===== src/rtl/cstb_pkg.sv =====
package cstb_pkg;
   localparam int WORD_W = 16;
   localparam int LEN_W  = 5;
   localparam int DLY_W  = 2;

   typedef enum logic [2:0] {
      PH_IDLE, PH_SETUP, PH_STROBE, PH_RECOVER, PH_ACK
   } phase_e;

   typedef enum logic [1:0] {
      SP_ATTR = 2'b00, SP_COMMON = 2'b01, SP_IO = 2'b10, SP_BAD = 2'b11
   } space_e;

   typedef struct packed {
      logic [LEN_W-1:0] len;
      logic [DLY_W-1:0] dly;
      space_e           space;
      logic [1:0]       rec;
      logic [1:0]       wdly;
      logic             wait_en;
   } win_cfg_t;
endpackage


===== src/rtl/cstb_cfg_decode.sv =====
module cstb_cfg_decode
   import cstb_pkg::*;
#(
   parameter int PAGE_W = 6
) (
   input  logic [WORD_W-1:0] ctl0,
   input  logic [WORD_W-1:0] ctl1,
   output win_cfg_t          cfg,
   output logic [PAGE_W-1:0] page
);
   localparam int LEN_LSB = 10;
   localparam int DLY_LSB = 8;
   localparam int SP_LSB  = 6;

   generate
      if (PAGE_W < 1 || PAGE_W > SP_LSB) begin : g_bad_page
         $error("PAGE_W must be between 1 and 6");
      end
   endgenerate

   always_comb begin
      cfg.len     = ctl0[LEN_LSB +: LEN_W];
      cfg.dly     = ctl0[DLY_LSB +: DLY_W];
      cfg.space   = space_e'(ctl0[SP_LSB +: 2]);
      cfg.rec     = ctl1[4:3];
      cfg.wdly    = ctl1[2:1];
      cfg.wait_en = ctl1[0];
      page        = ctl0[PAGE_W-1:0];
   end
endmodule


===== src/rtl/cstb_phase_timer.sv =====
module cstb_phase_timer #(
   parameter int CNT_W = 5
) (
   input  logic             clk,
   input  logic             rst_n,
   input  logic             load,
   input  logic [CNT_W-1:0] load_val,
   output logic             done
);
   logic [CNT_W-1:0] cnt;

   generate
      if (CNT_W < 2) begin : g_bad_w
         $error("CNT_W must be at least 2");
      end
   endgenerate

   always_ff @(posedge clk or negedge rst_n) begin
      if (!rst_n)          cnt <= '0;
      else if (load)       cnt <= load_val;
      else if (cnt != '0)  cnt <= cnt - 1'b1;
   end

   assign done = (cnt == '0);

   AST_TIMER_COUNTS_DOWN: assert property (@(posedge clk) disable iff (!rst_n)
      (!load && !done) |=> (cnt < $past(cnt)));
endmodule


===== src/rtl/cstb_wait_guard.sv =====
module cstb_wait_guard #(
   parameter int WDOG = 256
) (
   input  logic       clk,
   input  logic       rst_n,
   input  logic       in_strobe,
   input  logic       nominal_done,
   input  logic       wait_en,
   input  logic [1:0] wdly,
   input  logic       wait_n,
   output logic       release_ok,
   output logic       expire
);
   localparam int SC_W = $clog2(WDOG) + 1;
   localparam logic [SC_W-1:0] SC_LAST = SC_W'(WDOG - 1);

   generate
      if (WDOG < 40) begin : g_bad_wdog
         $error("WDOG must exceed the longest nominal strobe");
      end
   endgenerate

   logic [SC_W-1:0] sc;   // strobe clocks already completed

   always_ff @(posedge clk or negedge rst_n) begin
      if (!rst_n)          sc <= '0;
      else if (!in_strobe) sc <= '0;
      else if (sc != SC_LAST) sc <= sc + 1'b1;
   end

   always_comb begin
      release_ok = nominal_done &&
                   (!wait_en || ((sc >= SC_W'(wdly)) && wait_n));
      expire     = in_strobe && !release_ok && (sc == SC_LAST);
   end

   AST_WDOG_BOUND: assert property (@(posedge clk) disable iff (!rst_n)
      in_strobe |-> (sc <= SC_LAST));
   AST_NO_WAIT_EFFECT: assert property (@(posedge clk) disable iff (!rst_n)
      (in_strobe && !wait_en && nominal_done) |-> release_ok);
endmodule


===== src/rtl/card_strobe_seq.sv =====
module card_strobe_seq
   import cstb_pkg::*;
#(
   parameter int OFF_W  = 20,
   parameter int PAGE_W = 6,
   parameter int WDOG   = 256
) (
   input  logic                     clk,
   input  logic                     rst_n,
   input  logic [15:0]              win_ctl0,
   input  logic [15:0]              win_ctl1,
   input  logic                     req,
   input  logic                     req_wr,
   input  logic [OFF_W-1:0]         req_off,
   output logic                     ack,
   output logic                     ack_err,
   output logic [PAGE_W+OFF_W-1:0]  card_addr,
   output logic                     sel_attr,
   output logic                     sel_comm,
   output logic                     sel_io,
   output logic                     rd_stb,
   output logic                     wr_stb,
   input  logic                     card_wait_n,
   output logic                     timeout
);
   localparam int ADDR_W = PAGE_W + OFF_W;
   localparam int N_SP   = 3;

   generate
      if (OFF_W < 1) begin : g_bad_off
         $error("OFF_W must be positive");
      end
   endgenerate

   win_cfg_t          cfg_in, cfg_q;
   logic [PAGE_W-1:0] page_in;
   phase_e            phase;
   logic              wr_q, err_q, to_q;
   logic              tmr_load, tmr_done;
   logic [LEN_W-1:0]  tmr_val;
   logic              rel_ok, expire, active;
   logic [N_SP-1:0]   sel_vec;

   cstb_cfg_decode #(.PAGE_W(PAGE_W)) u_dec (
      .ctl0(win_ctl0), .ctl1(win_ctl1), .cfg(cfg_in), .page(page_in)
   );

   // Timer load points: accept, setup end and strobe end.
   always_comb begin
      tmr_load = 1'b0;
      tmr_val  = '0;
      unique case (phase)
         PH_IDLE:    begin tmr_load = req; tmr_val = LEN_W'(cfg_in.dly); end
         PH_SETUP:   begin tmr_load = tmr_done; tmr_val = cfg_q.len; end
         PH_STROBE:  begin tmr_load = rel_ok || expire; tmr_val = LEN_W'(cfg_q.rec); end
         default:    begin tmr_load = 1'b0; tmr_val = '0; end
      endcase
   end

   cstb_phase_timer #(.CNT_W(LEN_W)) u_tmr (
      .clk(clk), .rst_n(rst_n), .load(tmr_load), .load_val(tmr_val), .done(tmr_done)
   );

   cstb_wait_guard #(.WDOG(WDOG)) u_wait (
      .clk(clk), .rst_n(rst_n),
      .in_strobe(phase == PH_STROBE),
      .nominal_done(tmr_done),
      .wait_en(cfg_q.wait_en),
      .wdly(cfg_q.wdly),
      .wait_n(card_wait_n),
      .release_ok(rel_ok),
      .expire(expire)
   );

   always_ff @(posedge clk or negedge rst_n) begin
      if (!rst_n) begin
         phase     <= PH_IDLE;
         cfg_q     <= '0;
         card_addr <= '0;
         wr_q      <= 1'b0;
         err_q     <= 1'b0;
         to_q      <= 1'b0;
      end else begin
         to_q <= 1'b0;
         unique case (phase)
            PH_IDLE: if (req) begin
               cfg_q     <= cfg_in;
               card_addr <= {page_in, req_off};
               wr_q      <= req_wr;
               err_q     <= (cfg_in.space == SP_BAD);
               phase     <= (cfg_in.space == SP_BAD) ? PH_ACK : PH_SETUP;
            end
            PH_SETUP:   if (tmr_done) phase <= PH_STROBE;
            PH_STROBE: begin
               if (rel_ok) begin
                  phase <= PH_RECOVER;
               end else if (expire) begin
                  phase <= PH_RECOVER;
                  err_q <= 1'b1;
                  to_q  <= 1'b1;
               end
            end
            PH_RECOVER: if (tmr_done) phase <= PH_ACK;
            default:    phase <= PH_IDLE;
         endcase
      end
   end

   assign active = (phase == PH_SETUP) || (phase == PH_STROBE) || (phase == PH_RECOVER);

   genvar gi;
   generate
      for (gi = 0; gi < N_SP; gi++) begin : g_sel
         assign sel_vec[gi] = active && (cfg_q.space == space_e'(gi));
      end
   endgenerate

   assign sel_attr = sel_vec[0];
   assign sel_comm = sel_vec[1];
   assign sel_io   = sel_vec[2];
   assign rd_stb   = (phase == PH_STROBE) && !wr_q;
   assign wr_stb   = (phase == PH_STROBE) &&  wr_q;
   assign ack      = (phase == PH_ACK);
   assign ack_err  = ack && err_q;
   assign timeout  = to_q;

   AST_SEL_ONEHOT: assert property (@(posedge clk) disable iff (!rst_n)
      $onehot0(sel_vec));
   AST_STB_EXCL: assert property (@(posedge clk) disable iff (!rst_n)
      !(rd_stb && wr_stb));
   AST_ADDR_HOLD: assert property (@(posedge clk) disable iff (!rst_n)
      active |=> (!active || ($stable(card_addr) && $stable(sel_vec))));
   AST_ILLEGAL_SPACE: assert property (@(posedge clk) disable iff (!rst_n)
      (phase == PH_IDLE && req && win_ctl0[7:6] == 2'b11)
         |=> (ack && ack_err && sel_vec == '0));
   AST_ACK_ONE: assert property (@(posedge clk) disable iff (!rst_n)
      ack |=> !ack);
   AST_TIMEOUT_PULSE: assert property (@(posedge clk) disable iff (!rst_n)
      timeout |=> !timeout);
   AST_STROBE_AFTER_SETUP: assert property (@(posedge clk) disable iff (!rst_n)
      $rose(rd_stb || wr_stb) |-> $past(phase == PH_SETUP));
endmodule


===== config.mk =====
export PLATFORM = sky130hd
export DESIGN_NAME = card_strobe_seq
export DESIGN_NICKNAME = d
export VERILOG_FILES = /design/src/rtl/cstb_pkg.sv /design/src/rtl/cstb_cfg_decode.sv /design/src/rtl/cstb_phase_timer.sv /design/src/rtl/cstb_wait_guard.sv /design/src/rtl/card_strobe_seq.sv
export SDC_FILE = /design/constraint.sdc
export NUM_CORES = 1
export LEC_CHECK = 0
export BUFFER_PORTS_ARGS = -buffer_cell sky130_fd_sc_hd__buf_2
export CORE_UTILIZATION = 35
export CTS_CLUSTER_DIAMETER = 60
export CTS_CLUSTER_SIZE = 20
export DETAILED_ROUTE_END_ITERATION = 7
export PLACE_DENSITY_LB_ADDON = 0.08
export SLEW_MARGIN = 15
export SYNTH_ARGS = -nofsm -noshare
export SYNTH_HDL_FRONTEND = slang
export SYNTH_HIERARCHICAL = 1
export SYNTH_SLANG_ARGS = --single-unit

===== constraint.sdc =====
create_clock -name clk -period 3.85 [get_ports clk]
set_clock_uncertainty 0.2 [all_clocks]
set_input_delay 0.77 -clock clk [delete_from_list [all_inputs] [get_ports clk]]
set_output_delay 0.77 -clock clk [all_outputs]
set_load 0.01 [all_outputs]

# Yosys cells after proc, flatten, opt, wreduce, memory -nomap -nowiden
# Cells that the tools add are included.
# classes
add_sub_neg,2
magnitude_cmp,1
n_eq_ne,16
mux,20
reduce_logical,26
# ops
cell,n
3-bit 2-to-1 mux,6
9-bit 2-to-1 mux,2
5-bit one-hot mux with 3 select lines,1
"2-bit inequality test, second input constant",6
3-bit one-hot mux with 4 select lines,1
1-bit logical AND,10
5-bit 2-to-1 mux,2
"9-bit by 1-bit adder with 9-bit output, second input constant",1
"9-bit by 8-bit == test with 1-bit output, second input constant",1
9-bit by 2-bit >= comparator with 1-bit output,1
"9-bit by 8-bit inequality test with 1-bit output, second input constant",1
4-bit AND reduction,2
"3-bit by 2-bit == test with 1-bit output, second input constant",2
1-bit 2-to-1 mux,6
5-bit logical NOT,1
5-bit nonzero test,1
"5-bit by 1-bit subtractor with 5-bit output, second input constant",1
"2-bit == test, second input constant",2
1-bit logical OR,4
2-bit nonzero test,2
"3-bit by 1-bit == test with 1-bit output, second input constant",1
"3-bit == test, second input constant",1
1-bit logical NOT,3
3-bit logical NOT,1
6 further kinds,6
# totals
regBits,58
word_cells,77

# Longest topological paths before layout
# Gate-level depths: netlist of run 1.
# depth
depth_word,10
mapped_depth,12
depth_no_buf,10

# Hierarchy
# The synthesis of run 1 kept the hierarchy.
# modules_own_cells
mod,n_inst,cells_per_inst,area_each_um2
card_strobe_seq,1,130,2015.7
cstb_wait_guard,1,58,575.6
cstb_phase_timer,1,27,279.0
cstb_cfg_decode,1,20,150.1

# Worst setup path after synthesis of run 1
# No wires, ideal clock.
# synth_timing
kind,register to register
startpoint,register u_wait.sc[0]
endpoint,register u_tmr.cnt[4]
setup_ns,0.138
t_arrival_ns,2.127
required_ns,3.512
slack_ns,1.385
stages_incl_launch_ff,11
synth_period_minus_slack_ns,2.465
path_cell_list,dfrtp_1 > inv_1 > ha_1 > nand2b_1 > a2111oi_1 > a31oi_1 > nor2_1 > o21ai_0 > a21oi_1 > clkbuf_1 > o21ai_0
# synth_via
elab_chain_cells,10
word_cells_on_any_way,12
cone_classes,1 x order compare; 1 x eq/ne; 2 x mux; 8 x reduce/logical
# synth_rtl
item,line_no,text
start: declaration,cstb_wait_guard.sv:23,logic [SC_W-1:0] sc;
start signal: assignment,cstb_wait_guard.sv:28,else if (sc != SC_LAST) sc <= sc + 1'b1;
9-bit by 2-bit >= comparator with 1-bit output (*),cstb_wait_guard.sv:33,(!wait_en || ((sc >= SC_W'(wdly)) && wait_n));
1-bit logical AND (*),cstb_wait_guard.sv:33,
1-bit logical OR (*),cstb_wait_guard.sv:33,
1-bit logical AND (*),cstb_wait_guard.sv:32,release_ok = nominal_done &&
net rel_ok,card_strobe_seq.sv:41,"logic rel_ok, expire, active;"
1-bit logical NOT (*),cstb_wait_guard.sv:34,expire = in_strobe && !release_ok && (sc == SC_LAST);
1-bit logical AND (*) (2 in series),cstb_wait_guard.sv:34,
net expire,card_strobe_seq.sv:41,
1-bit logical OR (*),card_strobe_seq.sv:55,PH_STROBE: begin tmr_load = rel_ok || expire; tmr_val = LEN_W'(cfg_q.rec); end
1-bit one-hot mux with 3 select lines (*),card_strobe_seq.sv:52,unique case (phase)
net tmr_load,card_strobe_seq.sv:39,"logic tmr_load, tmr_done;"
5-bit 2-to-1 mux / 2-bit nonzero test (equally long branches),--,
end signal: assignment,cstb_phase_timer.sv:20,else if (load) cnt <= load_val;
end signal: assignment,cstb_phase_timer.sv:21,else if (cnt != '0) cnt <= cnt - 1'b1;
end: declaration,cstb_phase_timer.sv:10,logic [CNT_W-1:0] cnt;
# Mark *: on every way through the listed nets, which the timed path passes. The rest lies on a longest branch.
# A chain may end at the register's enable or synchronous reset.

# Final worst setup path of run 1
# Same ends and word-level chain as after synthesis.

==> results of run 1 <==
==> layout by cell type (no fill, tap or decap), types with 2 or more instances in the layout <==
cell type	netlist	final
nor3b_2	2	2
ha_1	5	5
nand3_1	2	2
nor4_1	2	2
nor2b_1	3	3
inv_1	8	8
buf_2	2	78
o31ai_1	3	3
nand2b_1	3	3
o21ai_0	4	4
buf_4	20	6
a21oi_1	4	4
clkinv_2	0	2
nand2_1	13	13
nand4_1	2	2
and2_1	10	10
mux2_2	4	4
xor2_1	4	4
nor2_1	7	7
dfrtp_1	58	58
clkbuf_8	0	10
nor4b_4	2	2
mux2_4	38	38
clkbuf_1	3	2
xnor2_1	7	7
and3_1	4	4
nor4b_1	2	2
==> state kept, by name, summed over array words and instances (netlist names) <==
register,cells
timeout,1
card_addr,26
err_q,1
cfg_q,12
wr_q,1
u_tmr/cnt,5
phase,3
u_wait/sc,9
==> cell type report <==
class | count | area, µm² | area share (%)
Tap cell | 105 | 131 | 3.71
Inverter | 8 | 30.0 | 0.847
Timing Repair Buffer | 84 | 435 | 12.3
Clock inverter | 3 | 40.0 | 1.13
Clock buffer | 12 | 145 | 4.09
Sequential cell | 58 | 1450 | 40.9
Multi-Input combinational cell | 139 | 1310 | 37.0
==> stage by stage <==
stage                     setup slack (ps)  instance area (µm²)  cells  hold WS [ps]  utilization, %
final                                  867                 3540    409           274            42.7
after global routing                   524                 3540    409           310            42.7
after CTS                              805                 3540    409           300            42.7
after detailed placement               814                 3360    394           287            40.5
after global placement                 821                 3360    394           286            40.5
after floorplan                       1390                 3020    235           269               -
==> power breakdown <==
group	internal, mW	switching [mW]	total [mW]
clock	0.311	0.229	0.540
sequential	0.874	0.202	1.08
combinational	0.664	0.460	1.12
total	1.85	0.891	2.74
==> metal layers <==
layer	vias to the layer above	routed length, µm	track usage [%]
met5	-	0	0
met4	0	81	5.30
met3	7	264	5.07
met2	33	2900	23.3
met1	911	2710	18.4
li1	921	-	-
==> worst max path at each step <==
stage                     slack, ps          from            to  depth (start not counted)
final                           870  u_wait/sc[0]  u_tmr/cnt[4]                          9
after global routing            520  u_wait/sc[0]  u_tmr/cnt[4]                          9
after CTS                       810  u_wait/sc[0]  u_tmr/cnt[4]                          9
after detailed placement        810  u_wait/sc[0]  u_tmr/cnt[4]                          9
after global placement          820  u_wait/sc[0]  u_tmr/cnt[4]                          9
after floorplan                1390  u_wait/sc[0]  u_tmr/cnt[4]                         10
==> critical path: cells and delay by family, from the launching register on <==
kind | cells | cell delay, ps
AO/OA/AOI/OAI | 5 | 1550
flip-flops | 1 | 410
AND/OR/NAND/NOR | 2 | 340
adder cells (fa/ha/maj) | 1 | 260
buffers and inverters | 1 | 60
==> kinds of logic after synthesis <==
| logic type | count (synthesis) | share of synthesized area, % |
|---|---|---|
| AO/OA/AOI/OAI | 21 | 4.64 |
| XOR/XNOR | 11 | 3.19 |
| adder cells (fa/ha/maj) | 5 | 2.07 |
| buffers and inverters | 38 | 8.53 |
| flip-flops | 58 | 48.1 |
| multiplexers | 43 | 20.7 |
| AND/OR/NAND/NOR | 59 | 12.8 |
==> reports/qor.txt, run 1 <==
Clk_lat worst skew = 340 ps
# Max-Cap Violations = 0
Crit-path max FO = 10
Post-synth EDFFs = 0
Vias in the first global route = 1,923
Top-level I/O count = 91
Tmin final = 2980 ps
Global Route Usage Sum = 14.7%
Slew Limit Fails = 0
Power Density = 773 nW/µm²
Top-count cell post-synth = dfrtp_1
Fin Setup TNS = 0 ps
Syn avg cell area = 12.9 µm²
CP Cell Sequence = inv_1 > ha_1 > nand2b_1 > a2111oi_1 > a31oi_1 > nor2_1 > o21ai_0 > a21oi_1 > o21ai_0
Worst path max stage delay = 580 ps
Kind of critical path = reg2reg
Worst r2r src = u_wait/sc[0]
CP max-delay cell = a21oi_1
First-pass GRT wire length = 9690 µm
Clk slew on worst S/H paths = 70 ps
Post-CTS setup repair buffer count = 0
Ant. Diodes = 0
Final setup fails = 0
Net Count, Synth = 297
Critical Path Source Type = register
CP dominant cell by count = o21ai_0
Slew @ Worst Pin = 724 ps
Nets@finish = 362
H-Tree Level Count = 3
DRC Markers = 0
Area growth, synth to finish = 17.4%
Post-Syn Area = 3020 µm²
Final GP Congestion = 0.789
Drt via density = 4.58
Effective utilization at floorplan = 36.4%
Largest net degree at the start of global routing = 31
Top cells by area, synth = dfrtp_1 48%, mux2_4 19%, buf_4 5.0%
Hold Buf Count CTS = 0
R2R Path End = u_tmr/cnt[4]
FFs w/ async S/R, synth = 100%
Yosys top cell by area = dfrtp_1
CTS sink cnt = 58
Fin crit share = 77.5%
1st-iter DRT viols = 91
Path depth of the worst reg2reg path = 9
Share of cells above drive strength 1 = 48.4%
Final WL = 5960 µm
Dpl hpwl = 4140 µm
Worst IR drop on VDD = 0.267 mV
# port buffers = 78
Min-delay worst type = in2async
TritonCTS clock tree = done
Post-route ant nets = 0
WL per Instance = 14.6 µm
Max clock buf depth = 2
Sequential element share of the synthesized area = 48.1%
Synth top area share = 48.1%
Post-Synthesis Cells = 235
DR pass1 iterations = 4
Worst EP required = 3830 ps
Max Clock Freq = 335 MHz
Routed vias = 1,872
YS warnings = 6
Synth top cells by count = 58 x dfrtp_1, 38 x mux2_4, 20 x buf_4
Unique masters post-synth = 44
Hold Fails Final Rpt = 0
Core area = 8300 µm²
Clk root buf = clkbuf_8
Fill cells = 797
Power Total = 2.74 mW
Status = finished clean
Main synth FF type = dfrtp_1
Die H = 94.9 µm
Initial antenna violation count = 0
WP data arrival = 2960 ps
Die area = 9010 µm²
FF+latch count, synth = 58
Reg2Reg Setup Slack = 870 ps
Grt total ovfl = 0
Post_cts resized = 0
Leak = 1.73 nW
RSZ-0062 raised after global routing = no
Slew HR = 51.7%
Clock buffer count from CTS = 9
Crit end category = register
Rows = 33
Die Width = 94.9 µm
No activity file was read; power rests on OpenSTA's default activity.
==> run 2: changes to the inputs <==
--- a/config.mk
+++ b/config.mk
@@ -5,6 +5,7 @@
 export SDC_FILE = /design/constraint.sdc
 export NUM_CORES = 1
 export LEC_CHECK = 0
+export ABC_AREA = 1
 export BUFFER_PORTS_ARGS = -buffer_cell sky130_fd_sc_hd__buf_2
 export CORE_UTILIZATION = 35
 export CTS_CLUSTER_DIAMETER = 60
==> constraint.sdc (replaced) <==
create_clock -name clk -period 2.9 [get_ports clk]
set_clock_uncertainty 0.2 [all_clocks]
set_input_delay 0.58 -clock clk [delete_from_list [all_inputs] [get_ports clk]]
set_output_delay 0.58 -clock clk [all_outputs]
set_load 0.01 [all_outputs]
==> run 2 against run 1 <==
Compared with the run above:
- global-route usage grew 1.7 points
- combinational power grew 30%
- utilization shrank 0.32 points
==> reports/qor.txt, run 2 <==
Post-Syn Area = 3000 µm² (-0.58%)
Clk_lat worst skew = 330 ps (about the same)
Crit-path max FO = 8 (-2)
Biggest regs = card_addr x26, cfg_q x12, u_wait/sc x9
Final GP Congestion = 0.758 (-3.9%)
Post-CTS setup repair buffer count = 0 (unchanged)
CTS sink cnt = 58 (unchanged)
Yosys top cell by area = dfrtp_1
Final setup fails = 0 (unchanged)
Largest net degree at the start of global routing = 45 (+45%)
Max clock buf depth = 2 (unchanged)
WL per Instance = 12.3 µm (-16%)
Power Density = 982 nW/µm² (+27%)
Grt total ovfl = 0 (unchanged)
Hold Fails Final Rpt = 0 (unchanged)
Net Sw Frac = 42.0% (+9.4 points)
Die area = 8950 µm² (-0.57%)
Hold Buf Count CTS = 0 (unchanged)
FF+latch count, synth = 58 (unchanged)
Die Width = 94.6 µm (-0.28%)
Top cells by area, synth = dfrtp_1 48%, nand2_1 14%, nand3_1 7.8%
Leak = 1.95 nW (+13%)
Die H = 94.6 µm (-0.28%)
Combinational share of power = 42.6% (+1.6 points)
Routed vias = 2,469 (+32%)
DR pass1 iterations = 4 (unchanged)
Global Route Usage Sum = 16.4% (+1.7 points)
Sequential element share of the synthesized area = 48.3% (+0.28 points)
Max Clock Freq = 380 MHz (+13%)
First-pass GRT wire length = 11,200 µm (+16%)
Synth top area share = 48.3% (+0.28 points)
Vias in the first global route = 2,351 (+22%)
WP data arrival = 2650 ps (-310 ps)
FFs w/ async S/R, synth = 100% (unchanged)
Syn avg cell area = 8.16 µm² (-37%)
Most frequent cells in the layout = 113 x nand2_1, 78 x buf_2, 58 x dfrtp_1, 47 x nand3_1, 27 x inv_1
Effective utilization at floorplan = 36.4% (about the same)
Post-route ant nets = 0 (unchanged)
Initial antenna violation count = 0 (unchanged)
Clock buffer count from CTS = 9 (unchanged)
Critical path capture point = u_tmr/cnt[0]
Pint = 2.00 mW (+7.9%)
Slew Limit Fails = 0 (unchanged)
Biggest register = card_addr
Net Count, Synth = 430 (+45%)
Tmin final = 2630 ps (-354 ps)
Min-delay worst type = in2async
DRC Markers = 0 (unchanged)
Path depth of the worst reg2reg path = 13 (+4)
Post_cts resized = 0 (unchanged)
1st-iter DRT viols = 109 (+20%)
RSZ-0062 raised after global routing = no
Worst r2r src = u_wait/sc[1]
Share of cells above drive strength 1 = 27.8% (-21 points)
Post-Synthesis Cells = 368 (+57%)
Ant. Diodes = 0 (unchanged)
Critical Path Source Type = register
Hold WS = 37.5 ps (-236 ps)
Reg2Reg Setup Slack = 270 ps (-600 ps)
Nets@finish = 492 (+36%)
Slew HR = 61.5% (+9.8 points)
Fin Setup TNS = 0 ps (unchanged)
Commonest non-fill, non-tap cell in the layout = nand2_1
Post-synth EDFFs = 0 (unchanged)
Slew @ Worst Pin = 578 ps (-146 ps)
Fin crit share = 90.6% (+13 points)
# port buffers = 78 (unchanged)
YS warnings = 6 (unchanged)
Sw Pwr = 1.44 mW (+62%)
Kind of critical path = reg2reg
Crit end category = register
Top-count cell post-synth = nand2_1
Clk pwr share = 19.2% (-0.5 points)
# Max-Cap Violations = 0 (unchanged)
Dpl hpwl = 4690 µm (+13%)
Final WL = 6640 µm (+12%)
Main synth FF type = dfrtp_1
R2R Path End = u_tmr/cnt[0]
Unique masters post-synth = 30 (-32%)
Clk root buf = clkbuf_8
TritonCTS clock tree = done
Setup crit start = u_wait/sc[1]
H-Tree Level Count = 3 (unchanged)
Max reg flops = 26 (unchanged)
Reg power frac = 38.3% (-1.0 points)
Top-level I/O count = 91 (unchanged)
Final core occ = 42.4% (-0.32 points)
Clk slew on worst S/H paths = 70 ps (about the same)
Drt via density = 4.57 (-0.10%)
Rows = 33 (unchanged)
Core area = 8260 µm² (-0.50%)
Area growth, synth to finish = 16.6%
Worst EP required = 2920 ps (-910 ps)
Worst IR drop on VDD = 0.393 mV (+47%)
Status = finished clean
Synth top cells by count = 113 x nand2_1, 58 x dfrtp_1, 47 x nand3_1
[run 2: stage by stage]
stage          instances  instance area (µm²)  worst slack, ps  power, mW
2_1_floorplan        368                 3000              541       2.42
3_3_place_gp         524                 3330              320       2.80
3_5_place_dp         524                 3330              264       2.82
4_1_cts              540                 3500              247       3.50
5_1_grt              540                 3500             64.5       3.78
6_report             540                 3500              271       3.44
[run 2: routing by layer]
metal,global-route usage (%),vias to the layer above,part of all wire [%]
li1,-,1269,-
met1,21.5,1136,48
met2,25.1,57,45
met3,6.36,7,5.8
met5,0,-,0
met4,4.55,0,1.2
[run 2: area by class of cell]
| class | count | area (µm²) |
|---|---|---|
| Fill cell | 863 | 4760 |
| Clock inverter | 5 | 30.0 |
| Timing Repair Buffer | 84 | 448 |
| Sequential cell | 58 | 1450 |
| Clock buffer | 11 | 141 |
| Tap cell | 105 | 131 |
| Inverter | 34 | 131 |
| Multi-Input combinational cell | 243 | 1170 |
[run 2: kinds of logic (layout without fill, tap and decap cells)]
kind of cell,Yosys count,after routing,synth area share (%)
compound gates,29,29,5.00
xor+xnor,1,1,0.292
fa+ha+maj,5,5,2.08
buf+inv,67,134,12.8
flops,58,58,48.3
simple gates,208,208,31.5
[run 2: worst max-delay path: stages (launching register included)]
cell     delay [ps]
dfrtp_1         410
ha_1            230
nand3_1          90
nor3_1           60
ha_1            230
nand2_4         130
a21oi_1          70
or2_2           310
nand2_1          90
nand3_1         230
inv_2           170
nand4_2         140
nand2_1          90
o21ai_1          60
[run 2: power by group through the flow]
stage	clock, mW	combinational [mW]	sequential (mW)
floorplan	0	1.03	1.39
global placement	0	1.47	1.32
detailed placement	0	1.49	1.33
CTS	0.684	1.49	1.32
global route	0.728	1.69	1.36
finish	0.659	1.46	1.32
[run 2: worst min-delay path by stage]
stage	to	slack, ps	cells after the start
3_5_place_dp	card_addr[1]	260	2
4_1_cts	u_wait/sc[4]	50	1
3_3_place_gp	card_addr[11]	250	2
5_1_grt	u_wait/sc[4]	70	1
2_1_floorplan	card_addr[0]	80	0
6_report	u_wait/sc[4]	40	1
